--- src/rtl/dmaPkg.sv ---
package dmaPkg;
  localparam int REG_AW = 5;

  typedef enum logic {
    ST_IDLE = 1'b0,
    ST_RUN  = 1'b1
  } chState_e;

  // strobes from sequencing control to the descriptor datapath
  typedef struct packed {
    logic busy;
    logic actSet;
    logic step;
    logic complete;
  } ctlStrobes_t;
endpackage

--- src/rtl/pingDmaRegs.sv ---
module pingDmaRegs
  import dmaPkg::*;
#(
  parameter int ADDR_W     = 32,
  parameter int LEN_W      = 16,
  parameter int WORD_BYTES = 4
) (
  input  logic              clk,
  input  logic              rstN,
  input  logic              regWr,
  input  logic [REG_AW-1:0] regAddr,
  input  logic [31:0]       regWrData,
  output logic [31:0]       regRdData,
  input  ctlStrobes_t       ctl,
  output logic [1:0]        readyFlags,
  output logic [1:0]        startPulse,
  output logic              lenZeroAct,
  output logic [ADDR_W-1:0] memAddr,
  output logic              memWrite,
  output logic              irq
);
  localparam logic [ADDR_W-1:0] ADDR_STEP = ADDR_W'(WORD_BYTES);
  localparam logic [1:0] W_ADDR = 2'd0;
  localparam logic [1:0] W_LEN  = 2'd1;
  localparam logic [1:0] W_CMD  = 2'd2;
  localparam logic [1:0] W_MISC = 2'd3;

  logic [ADDR_W-1:0] addrOf [2];
  logic [LEN_W-1:0]  lenOf  [2];
  logic [1:0]        dirFlags;
  logic [1:0]        doneFlags;
  logic              irqEn;
  logic              wordOk;
  logic [1:0]        wordSel;

  assign wordOk  = (regAddr[1:0] == 2'b00);
  assign wordSel = regAddr[3:2];

  for (genvar s = 0; s < 2; s++) begin : g_set
    logic [ADDR_W-1:0] addrQ;
    logic [LEN_W-1:0]  lenQ;
    logic              dirQ;
    logic              readyQ;
    logic              doneQ;
    logic              setHit;
    logic              running;
    logic              mine;
    logic              clrDone;

    assign setHit  = regWr && wordOk && (regAddr[4] == 1'(s));
    assign mine    = (ctl.actSet == 1'(s));
    assign running = ctl.busy && mine;
    assign startPulse[s] = setHit && !running && (wordSel == W_CMD) && regWrData[0];
    assign clrDone = regWr && wordOk && (regAddr == 5'h1C) && regWrData[s];

    always_ff @(posedge clk) begin
      if (!rstN) begin
        addrQ  <= '0;
        lenQ   <= '0;
        dirQ   <= 1'b0;
        readyQ <= 1'b0;
        doneQ  <= 1'b0;
      end else begin
        if (ctl.step && mine) begin
          addrQ <= addrQ + ADDR_STEP;
          lenQ  <= lenQ - 1'b1;
        end else if (setHit && !running) begin
          if (wordSel == W_ADDR) addrQ <= regWrData[ADDR_W-1:0];
          if (wordSel == W_LEN)  lenQ  <= regWrData[LEN_W-1:0];
        end
        if (setHit && !running && wordSel == W_CMD) dirQ <= regWrData[1];
        if (ctl.complete && mine)   readyQ <= 1'b0;
        else if (startPulse[s])     readyQ <= 1'b1;
        if (ctl.complete && mine)   doneQ <= 1'b1;
        else if (clrDone)           doneQ <= 1'b0;
      end
    end

    assign addrOf[s]     = addrQ;
    assign lenOf[s]      = lenQ;
    assign dirFlags[s]   = dirQ;
    assign readyFlags[s] = readyQ;
    assign doneFlags[s]  = doneQ;
  end

  always_ff @(posedge clk) begin
    if (!rstN) irqEn <= 1'b0;
    else if (regWr && wordOk && regAddr == 5'h0C) irqEn <= regWrData[0];
  end

  assign lenZeroAct = (lenOf[ctl.actSet] == '0);
  assign memAddr    = addrOf[ctl.actSet];
  assign memWrite   = dirFlags[ctl.actSet];
  assign irq        = irqEn && (doneFlags != 2'b00);

  always_comb begin
    regRdData = '0;
    case (wordSel)
      W_ADDR: regRdData = 32'(addrOf[regAddr[4]]);
      W_LEN:  regRdData = 32'(lenOf[regAddr[4]]);
      W_CMD:  regRdData = {30'd0, dirFlags[regAddr[4]], readyFlags[regAddr[4]]};
      W_MISC: regRdData = regAddr[4] ? {28'd0, ctl.busy, ctl.actSet, doneFlags}
                                     : {31'd0, irqEn};
      default: regRdData = '0;
    endcase
  end

  // an acknowledged word lowers the remaining count by one
  a_r3_len_step: assert property (@(posedge clk) disable iff (!rstN)
    ctl.step |=> (lenOf[ctl.actSet] == $past(lenOf[ctl.actSet]) - 1'b1));

  // an acknowledged word advances the address by one word
  a_r3_addr_step: assert property (@(posedge clk) disable iff (!rstN)
    ctl.step |=> (memAddr == $past(memAddr) + ADDR_STEP));

  // completion leaves the finished set's done flag set
  a_r4_done_set: assert property (@(posedge clk) disable iff (!rstN)
    ctl.complete |=> doneFlags[$past(ctl.actSet)]);

  // the channel never runs a set that is not marked ready
  a_r7_busy_ready: assert property (@(posedge clk) disable iff (!rstN)
    ctl.busy |-> readyFlags[ctl.actSet]);
endmodule

--- src/rtl/pingDmaCtl.sv ---
module pingDmaCtl
  import dmaPkg::*;
(
  input  logic        clk,
  input  logic        rstN,
  input  logic [1:0]  readyFlags,
  input  logic [1:0]  startPulse,
  input  logic        lenZeroAct,
  input  logic        memAck,
  output ctlStrobes_t ctl,
  output logic        memReq
);
  chState_e state;
  logic     actQ;
  logic     running;
  logic     otherReady;

  assign running    = (state == ST_RUN);
  assign otherReady = readyFlags[~actQ] || startPulse[~actQ];

  always_comb begin
    memReq       = running && !lenZeroAct;
    ctl.busy     = running;
    ctl.actSet   = actQ;
    ctl.step     = memReq && memAck;
    ctl.complete = running && lenZeroAct;
  end

  always_ff @(posedge clk) begin
    if (!rstN) begin
      state <= ST_IDLE;
      actQ  <= 1'b0;
    end else begin
      case (state)
        ST_IDLE: if (readyFlags[actQ]) state <= ST_RUN;
        ST_RUN: if (lenZeroAct) begin
          actQ  <= ~actQ;
          state <= otherReady ? ST_RUN : ST_IDLE;
        end
        default: state <= ST_IDLE;
      endcase
    end
  end

  // an unanswered request is held
  a_r10_req_held: assert property (@(posedge clk) disable iff (!rstN)
    (memReq && !memAck) |=> memReq);

  // completion with nothing queued on the other side idles the channel
  a_r7_stop_unready: assert property (@(posedge clk) disable iff (!rstN)
    (ctl.complete && !otherReady) |=> !ctl.busy);

  // completion flips the active pointer
  a_r4_flip: assert property (@(posedge clk) disable iff (!rstN)
    ctl.complete |=> (ctl.actSet != $past(ctl.actSet)));
endmodule

--- src/rtl/pingPongDma.sv ---
module pingPongDma
  import dmaPkg::*;
#(
  parameter int ADDR_W     = 32,
  parameter int LEN_W      = 16,
  parameter int WORD_BYTES = 4
) (
  input  logic              clk,
  input  logic              rstN,
  input  logic              regWr,
  input  logic [4:0]        regAddr,
  input  logic [31:0]       regWrData,
  output logic [31:0]       regRdData,
  output logic              memReq,
  input  logic              memAck,
  output logic [ADDR_W-1:0] memAddr,
  output logic              memWrite,
  output logic              irq
);
  ctlStrobes_t ctl;
  logic [1:0]  readyFlags;
  logic [1:0]  startPulse;
  logic        lenZeroAct;

  pingDmaRegs #(
    .ADDR_W(ADDR_W), .LEN_W(LEN_W), .WORD_BYTES(WORD_BYTES)
  ) uRegs (
    .clk(clk), .rstN(rstN), .regWr(regWr), .regAddr(regAddr),
    .regWrData(regWrData), .regRdData(regRdData), .ctl(ctl),
    .readyFlags(readyFlags), .startPulse(startPulse), .lenZeroAct(lenZeroAct),
    .memAddr(memAddr), .memWrite(memWrite), .irq(irq)
  );

  pingDmaCtl uCtl (
    .clk(clk), .rstN(rstN), .readyFlags(readyFlags), .startPulse(startPulse),
    .lenZeroAct(lenZeroAct), .memAck(memAck), .ctl(ctl), .memReq(memReq)
  );
endmodule

--- config.mk ---
export PLATFORM = sky130hd
export DESIGN_NAME = pingPongDma
export DESIGN_NICKNAME = d
export VERILOG_FILES = /design/src/rtl/dmaPkg.sv /design/src/rtl/pingDmaRegs.sv /design/src/rtl/pingDmaCtl.sv /design/src/rtl/pingPongDma.sv
export SDC_FILE = /design/constraint.sdc
export NUM_CORES = 1
export LEC_CHECK = 0
export BUFFER_PORTS_ARGS = -buffer_cell sky130_fd_sc_hd__buf_4
export CORE_MARGIN = 2
export CORE_UTILIZATION = 55
export DETAILED_ROUTE_END_ITERATION = 8
export PLACE_DENSITY = 0.78
export RECOVER_POWER = 50
export SLEW_MARGIN = 20
export SYNTH_ARGS = -nofsm -noshare
export SYNTH_HDL_FRONTEND = slang
export SYNTH_SLANG_ARGS = --single-unit
--- constraint.sdc ---
create_clock -name clk -period 3.7 [get_ports clk]
set_input_delay 0.74 -clock clk [delete_from_list [all_inputs] [get_ports clk]]
set_output_delay 0.74 -clock clk [all_outputs]
set_load 0.05 [all_outputs]
==> results_dict.tcl, run 1 <==
set metrics [dict create \
    crit_type "in -> reg" \
    synth_xor_area_frac 0.0149 \
    arrival_ns 3.60 \
    worstPathCellList "buf_4 > or4b_1 > nor3_1 > nor2_1 > a22o_1 > o31a_1" \
    synth_fp_nets 929 \
    r2r_start "uCtl.actQ" \
    r2r_slack_ns 0.60 \
    clk_pin_slew_ns 0.07 \
    cp_slowest_cell "nor3_1" \
    clk_latency_ns 0.36 \
    start_util 0.561 \
    io-pin-count 108 \
    drive_above_1_share 0.183 \
    h-tree-depth 3 \
    via_count 7402 \
    grt_pass1_vias 6942 \
    syn_area_sq_um 7060 \
    drt-pass1-iter-count 6 \
    fin_crit_sh 0.906 \
    grt_util_all_layers 0.343 \
    relSlewSlack 0.180 \
    synthSimpleGateAreaFrac 0.254 \
    setup_ws_ns 0.346 \
    tightest_slew_ns 1.23 \
    cts_resized 0 \
    synth_top_family_by_area "simple AND/OR/NAND/NOR gates" \
    cts_buffer_depth 2 \
    clock-sinks 105 \
    rsz0062_at_grt "false" \
    synth_compound_area_frac 0.242 \
    yosys_warnings 0 \
    dr.first_iter.drc_count 830 \
    cts_setup_buffers 0 \
    hold_viol 0 \
    grt_pass1_wl_microns 36200 \
    cts_buffers 9 \
    grt_max_degree 40 \
    min_path_type "reg -> reg" \
    ys_seq_area_frac 0.298 \
    yosys_register_bits 105 \
    die_h_microns 117 \
    synthFlopType "dfxtp_1" \
    io_buffers 107 \
    min_path_cells 2 \
    cts_tree "yes" \
    async_flop_share 0 \
    leakagePower_uw 0.00290 \
    synthDistinctLibCells 77 \
    dp_hpwl_microns 16500 \
    diodes 0 \
    finalMaxSlewViolations 0 \
    routed_via_density 6.53 \
    crit_buf_inv 1 \
    wl_per_cell_microns 20.4 \
    required_ns 3.95 \
    holdBufCountCts 0 \
    cap_viol_max_count 0 \
    pre_cts_slack_ns 0.602 \
    fmax_mhz 298 \
    cts_root_buf "clkbuf_16" \
    cp-end-kind "register" \
    drc 0 \
    syn_inst 884 \
    path_max_fanout 39 \
    synth_edf_count 0 \
    worstRegToRegCells 5 \
    powerDensity_nw_per_um2 286 \
    synth_adder_area_share 0.00709 \
    core-area_sq_um 12600 \
    place_congestion 0.927 \
    avgSynthCellArea_sq_um 7.98 \
    routed_wl_microns 23200 \
    finalSetupTns_ns 0 \
    dieWidth_microns 117 \
    final-setup-viol-count 0 \
    timing.rr.end "uRegs.g_set[0].addrQ[13]" \
    finClkSkew_ns 0.00593 \
    grt_overflow 0 \
    antenna_found_initial 0 \
    min-delay-start "uRegs.g_set[1].addrQ[0]" \
    slowest_delay_ns 0.96 \
    die_area_sq_um 13700 \
    area_growth_pct 13.9 \
    row_count 41 \
    start_kind "primary input" \
    final_cell_mix "104 x nand2_1, 104 x dfxtp_1, 90 x buf_4, 84 x nor2_1, 74 x a21oi_1" \
    crit_family "simple AND/OR/NAND/NOR gates" \
    antenna_left 0 \
    yosys-mux-area-fraction 0.130 \
    vdd_drop_max_mv 0.164 \
    min_to "uRegs.g_set[1].addrQ[0]" \
    final_nets 1002 \
    final.min_clock_period_ns 3.35 \
    fillers 1144 \
    status "completed" \
]
-- metrics by stage --
step                      area, sq um  hold WS (ns)  utilization  cells  total power [uW]
after floorplan                  7060         0.443            -    884              1300
after global placement           7920         0.461        0.630   1118              1390
after detailed placement         7920         0.470        0.630   1118              1390
after CTS                        8190         0.480        0.652   1134              2300
after global routing             8030         0.510        0.639   1134              2350
final                            8030         0.484        0.639   1134              2300
-- worst reg2reg max path, delay by kind of cell, from the launching register on --
family,cells,cell delay (ns)
AOI/OAI and AO/OA,2,0.52
DFF,1,0.79
and+or+nand+nor,3,1.69
-- worst max-delay path by stage --
stage                from                        to  slack, ns  depth (start not counted)
3_5_place_dp   regAddr[4]  uRegs.g_set[1].addrQ[30]       0.60                          8
6_report       regAddr[4]  uRegs.g_set[0].addrQ[13]       0.35                          6
5_1_grt        regAddr[4]    uRegs.g_set[1].lenQ[0]       0.28                          9
4_1_cts        regAddr[4]              regRdData[1]       0.69                          4
3_3_place_gp   regAddr[4]  uRegs.g_set[1].addrQ[30]       0.67                          8
2_1_floorplan  regAddr[4]              regRdData[3]       0.14                          4
-- state kept, by name, summed over array words and instances (netlist names) --
register	count
uRegs.g_set.addrQ	64
uRegs.g_set.dirQ	2
uRegs.g_set.lenQ	32
uCtl.actQ	1
uRegs.g_set.readyQ	2
uCtl.running	1
uRegs.g_set.doneQ	2
uRegs.irqEn	1
-- area by class of cell --
cell class	count	area [sq um]	share of cell area
Multi-Input combinational cell	693	4550	0.566
Clock inverter	3	15.0	0.00187
Sequential cell	105	2100	0.262
Inverter	23	86.3	0.0107
Timing Repair Buffer	125	808	0.101
Tap cell	172	215	0.0268
Clock buffer	13	260	0.0324
-- where the power goes --
group          leakage, uW  internal (uW)  total [uW]  switching (uW)
clock             0.000139            491         928             437
sequential        0.000847           1140        1150            15.9
combinational      0.00191           77.4         213             135
-- Yosys cell counts, types with 5 or more instances --
cell type,number,area share
dfxtp_1,105,0.30
nand2_1,104,0.055
nor2_1,83,0.044
a21oi_1,74,0.052
nand3_1,45,0.032
clkbuf_1,34,0.018
mux2_2,33,0.053
o21ai_0,29,0.021
inv_1,23,0.012
mux2i_1,19,0.027
nor3_1,19,0.013
and3_1,17,0.015
buf_2,17,0.012
a31oi_1,16,0.014
mux4_2,15,0.048
nand4_1,15,0.013
nor2b_1,15,0.013
o21a_1,14,0.015
a22oi_1,13,0.014
o211ai_1,13,0.014
a2bb2oi_1,11,0.014
and2_1,10,0.0089
nor4_1,10,0.0089
a211oi_1,9,0.0096
a32oi_1,9,0.011
xor2_1,7,0.0087
a22o_1,6,0.0074
o311ai_0,6,0.0074
or4_1,6,0.0064
and4_1,5,0.0062
buf_1,5,0.0027
buf_6,5,0.0080
o21ai_1,5,0.0035
or3_1,5,0.0044
xnor2_1,5,0.0062
-- routing by layer --
metal / share of wire / track usage / up-vias
met5: 0 / 0 / -
met4: 0.035 / 0.176 / 0
met3: 0.088 / 0.0469 / 59
met2: 0.46 / 0.552 / 429
met1: 0.41 / 0.451 / 3463
li1: - / - / 3451
-- cell families after synthesis --
logic type,after synthesis
compound gates,250
xor+xnor,12
fa+ha+maj,4
buf+inv,86
flops,105
mux,68
simple gates,359
Note: power is estimated with default switching activity, not from simulation.
==> inputs of run 2 (changes only) <==
==> constraint.sdc (replaced) <==
create_clock -name clk -period 3.7 [get_ports clk]
set_input_delay 0.185 -clock clk [delete_from_list [all_inputs] [get_ports clk]]
set_output_delay 0.185 -clock clk [all_outputs]
set_load 0.05 [all_outputs]
==> results_dict.tcl, run 2 (synthesized netlist as in run 1, its figures left out) <==
set metrics [dict create \
    place_congestion 0.911 \
    antenna_found_initial 0 \
    leakagePower_uw 0.00277 \
    combPwrFrac 0.093 \
    final.min_clock_period_ns 3.11 \
    seqCellArea_sq_um 2100 \
    pre_cts_slack_ns 0.885 \
    row_count 41 \
    hold_viol 0 \
    cts_buffer_depth 2 \
    status "completed" \
    cell_internal_pwr_uw 1670 \
    largestRegisters "uRegs.g_set.addrQ: 64 flops, uRegs.g_set.lenQ: 32 flops" \
    clk_pin_slew_ns 0.07 \
    setup_ws_ns 0.586 \
    crit_type "reg -> reg" \
    tightest_slew_ns 1.25 \
    finalSetupTns_ns 0 \
    finClkSkew_ns 0.00737 \
    clock-sinks 105 \
    cts_resized 0 \
    die_area_sq_um 13700 \
    diodes 0 \
    cap_viol_max_count 0 \
    cts_root_buf "clkbuf_16" \
    routed_via_density 6.67 \
    pwr-share-clk 0.397 \
    start_util 0.561 \
    cts_buffers 9 \
    path_max_fanout 32 \
    via_count 7534 \
    top_register "uRegs.g_set.addrQ" \
    grt_max_degree 40 \
    dieWidth_microns 117 \
    grt_overflow 0 \
    die_h_microns 117 \
    final-setup-viol-count 0 \
    antenna_left 0 \
    cp-end-kind "register" \
    drive_above_1_share 0.148 \
    power_switching_uw 595 \
    io_buffers 107 \
    start_kind "register" \
    min_path_type "in -> reg" \
    grt_pass1_wl_microns 35900 \
    dr.first_iter.drc_count 872 \
    grt_pass1_vias 6761 \
    dp_hpwl_microns 16500 \
    fmax_mhz 321 \
    cts_tree "yes" \
    relSlewSlack 0.168 \
    final_nets 998 \
    seqPwrFrac 0.510 \
    required_ns 3.97 \
    fin_crit_sh 0.842 \
    powerDensity_nw_per_um2 286 \
    largest_reg_flops 64 \
    area_growth_pct 11.9 \
    arrival_ns 3.39 \
    wl_per_cell_microns 20.6 \
    final_cell_mix "104 x nand2_1, 104 x dfxtp_1, 83 x nor2_1, 74 x a21oi_1" \
    drc 0 \
    p_sw_frac 0.263 \
    holdBufCountCts 0 \
    io-pin-count 108 \
    core-area_sq_um 12600 \
    finalMaxSlewViolations 0 \
    h-tree-depth 3 \
    grt_util_all_layers 0.340 \
    vdd_drop_max_mv 0.171 \
    fillers 1203 \
    rsz0062_at_grt "false" \
    cts_setup_buffers 0 \
    routed_wl_microns 23200 \
    drt-pass1-iter-count 5 \
    multi_input_area_sq_um 4550 \
    clk_latency_ns 0.36 \
]
run 2: cell count changes in the layout (fill, tap and decap cells not counted), sizes merged:
cell | before | now
buf | 90 | 62
clkbuf | 48 | 71
run 2: per-stage QoR:
step	instances	total power [uW]	hold WS, ns	util	instance area (sq um)
2_1_floorplan	884	1300	0.321	-	7060
3_3_place_gp	1114	1390	0.449	0.628	7890
3_5_place_dp	1114	1390	0.456	0.628	7890
4_1_cts	1129	2260	0.0782	0.648	8140
5_1_grt	1129	2320	0.0927	0.628	7900
6_report	1129	2260	0.0792	0.628	7900
run 2: final cells by class:
| type | count | area share |
|---|---|---|
| flip-flops and latches | 105 | 0.266 |
| well taps | 172 | 0.0272 |
| clock inverters | 3 | 0.00238 |
| inverters | 23 | 0.0109 |
| clock buffers | 12 | 0.0299 |
| multi-input cells | 693 | 0.576 |
| repair buffers | 121 | 0.0870 |
run 2: path summary, 6_finish.rpt:
kind	to	cells past startpoint	slack, ns	from
worst min-delay path	uRegs.g_set[0].addrQ[25]	3	0.08	regWrData[25]
worst max register to register	uRegs.g_set[0].addrQ[18]	5	0.59	uCtl.actQ
worst min register to register	uRegs.g_set[1].dirQ	2	0.47	uRegs.g_set[1].dirQ
worst max-delay path	uRegs.g_set[0].addrQ[18]	5	0.59	uCtl.actQ
run 2: power groups by stage:
stage	clock network, uW	registers, uW	logic (uW)
final	897	1150	209
after CTS	892	1150	211
after global routing	945	1150	221
after detailed placement	0	1180	210
after floorplan	0	1170	125
after global placement	0	1180	209
run 2: per-layer routing:
layer | track usage | vias to the layer above | routed length [microns]
met4 | 0.151 | 0 | 843
met2 | 0.550 | 427 | 10800
met5 | 0 | - | 0
met1 | 0.452 | 3598 | 9440
met3 | 0.0515 | 72 | 2180
li1 | - | 3437 | -
run 2: worst max-delay path, stage by stage (launching register included):
cell and delay, ns:
dfxtp_2 0.83, and2b_1 0.33, nor3_4 0.41, clkbuf_1 0.97, a21oi_1 0.18, a311oi_1 0.30
==> inputs of run 3 (changes only) <==
CORE_UTILIZATION = 52   (was 55)
PLACE_DENSITY = 0.77   (was 0.78)
clock period = 2.5 ns   (was 3.7 ns; I/O delays follow)
==> results_dict.tcl, run 3 (synthesized netlist as in run 1, its figures left out) <==
set metrics [dict create \
    use_met2 0.551 \
    start_util 0.533 \
    cap_viol_max_count 0 \
    die_h_microns 120 \
    routed_wl_microns 24200 \
    dr.first_iter.drc_count 1022 \
    start_kind "register" \
    clock-sinks 105 \
    io-pin-count 108 \
    r2r_slack_ns 0.08 \
    final-setup-viol-count 0 \
    powerDensity_nw_per_um2 426 \
    path_max_fanout 16 \
    timing.rr.end "uRegs.g_set[1].lenQ[9]" \
    dp.cells 1158 \
    cts_tree "yes" \
    final_common_cell "dfxtp_1" \
    grt_pass1_vias 7234 \
    crit_type "reg -> reg" \
    drc 0 \
    dieWidth_microns 120 \
    min_path_type "in -> reg" \
    antenna_found_initial 0 \
    relSlewSlack 0.143 \
    min_path_cells 3 \
    grt_overflow 0 \
    tightest_slew_ns 1.29 \
    r2r_start "uRegs.g_set[1].lenQ[13]" \
    cp-end-kind "register" \
    min-delay-start "regWrData[25]" \
    wl_per_cell_microns 20.6 \
    seqCellArea_sq_um 2100 \
    arrival_ns 2.63 \
    drt-pass1-iter-count 6 \
    place_congestion 0.987 \
    finClkSkew_ns 0.0108 \
    largestRegisters "uRegs.g_set.addrQ: 64 flops, uRegs.g_set.lenQ: 32 flops" \
    finalMaxSlewViolations 0 \
    routed_via_density 6.54 \
    pre_cts_slack_ns 0.181 \
    leakagePower_uw 0.00309 \
    antenna_left 0 \
    clk_pin_slew_ns 0.08 \
    vdd_drop_max_mv 0.393 \
    multi_input_area_sq_um 4580 \
    min_to "uRegs.g_set[0].addrQ[25]" \
    cts_buffer_depth 2 \
    gr-usage-met3 0.0594 \
    top_register "uRegs.g_set.addrQ" \
    required_ns 2.71 \
    status "completed" \
    cts_root_buf "clkbuf_16" \
    diodes 0 \
    worstSetupStartpoint "uRegs.g_set[1].lenQ[13]" \
    fin_crit_sh 0.966 \
    grtUsageMet1 0.443 \
    final_cell_mix "105 x dfxtp_1, 104 x nand2_1, 96 x buf_4, 83 x nor2_1, 74 x a21oi_1" \
    h-tree-depth 3 \
    grt_pass1_wl_microns 38400 \
    final.min_clock_period_ns 2.42 \
    fmax_mhz 414 \
    grt_util_all_layers 0.336 \
    fillers 1254 \
    area_growth_pct 17.7 \
    cts_setup_buffers 0 \
    clk_latency_ns 0.37 \
    io_buffers 107 \
    holdBufCountCts 0 \
    final_nets 1038 \
    finalSetupTns_ns 0 \
    dp_hpwl_microns 17800 \
    hold_viol 0 \
    core-area_sq_um 13200 \
    row_count 42 \
    via_count 7675 \
    die_area_sq_um 14500 \
    largest_reg_flops 64 \
    post_layout_nonfiller_instances 1174 \
    setup_ws_ns 0.0840 \
    top_usage_layer "met2" \
    rsz0062_at_grt "false" \
    cts_buffers 9 \
    worstRegToRegCells 6 \
    grt_max_degree 39 \
    drive_above_1_share 0.216 \
]
## run 3: changes by cell type in the layout (fill, tap and decap cells not counted), moves of 2 or more
| cell | before | now |
|---|---|---|
| clkinv_2 | 2 | 0 |
| and2_1 | 8 | 10 |
| clkbuf_1 | 62 | 32 |
| nor4_1 | 11 | 9 |
| clkbuf_2 | 0 | 33 |
| and2_0 | 2 | 0 |
| nor4_2 | 1 | 3 |
| buf_4 | 62 | 96 |
## run 3: area by class of cell
| class | count | share of cell area |
|---|---|---|
| multi-input combinational | 693 | 0.552 |
| sequential | 105 | 0.253 |
| timing repair buffer | 161 | 0.122 |
| clock buffer | 11 | 0.0292 |
| tap | 176 | 0.0265 |
| inverter | 23 | 0.0104 |
| clock inverter | 5 | 0.00768 |
## run 3: critical path: stages (launching register included)
cell      delay, ns
dfxtp_1        0.42
nor2_1         0.08
and3_1         0.22
a21oi_2        0.79
nand2_1        0.28
o311ai_0       0.36
a31oi_1        0.12
## run 3: through the flow
| stage | power, uW | utilization | hold slack, ns | cell area (sq um) |
|---|---|---|---|---|
| global placement | 2070 | 0.619 | 0.397 | 8190 |
| floorplan | 1920 | - | 0.261 | 7060 |
| detailed placement | 2080 | 0.619 | 0.397 | 8190 |
| finish | 3540 | 0.627 | 0.0151 | 8310 |
| CTS | 3550 | 0.642 | 0.0140 | 8500 |
| global route | 3630 | 0.627 | 0.0481 | 8310 |
## run 3: worst max-delay path by stage
stage | cells past startpoint | end | slack (ns)
final | 6 | uRegs.g_set[1].lenQ[9] | 0.08
after global routing | 6 | uRegs.g_set[1].addrQ[15] | 0.01
after CTS | 5 | memReq | 0.09
after detailed placement | 6 | uRegs.g_set[1].addrQ[15] | 0.18
after global placement | 6 | uRegs.g_set[1].addrQ[15] | 0.20
after floorplan | 4 | regRdData[3] | 0.17
## run 3: layer usage
metal,wire length [microns],share of wire
met5,0,0
met4,675,0.028
met3,2350,0.097
met2,11600,0.48
met1,9610,0.40
## run 3: what timing repair did
action,in CTS,in global routing
endpoints found under the hold margin,0,0
gates resized for setup,0,1
endpoints found under the setup margin,0,2
## run 3: where the power goes
group	internal (uW)	switching (uW)
logic	123	211
registers	1680	20.3
clock network	813	691
total	2620	922
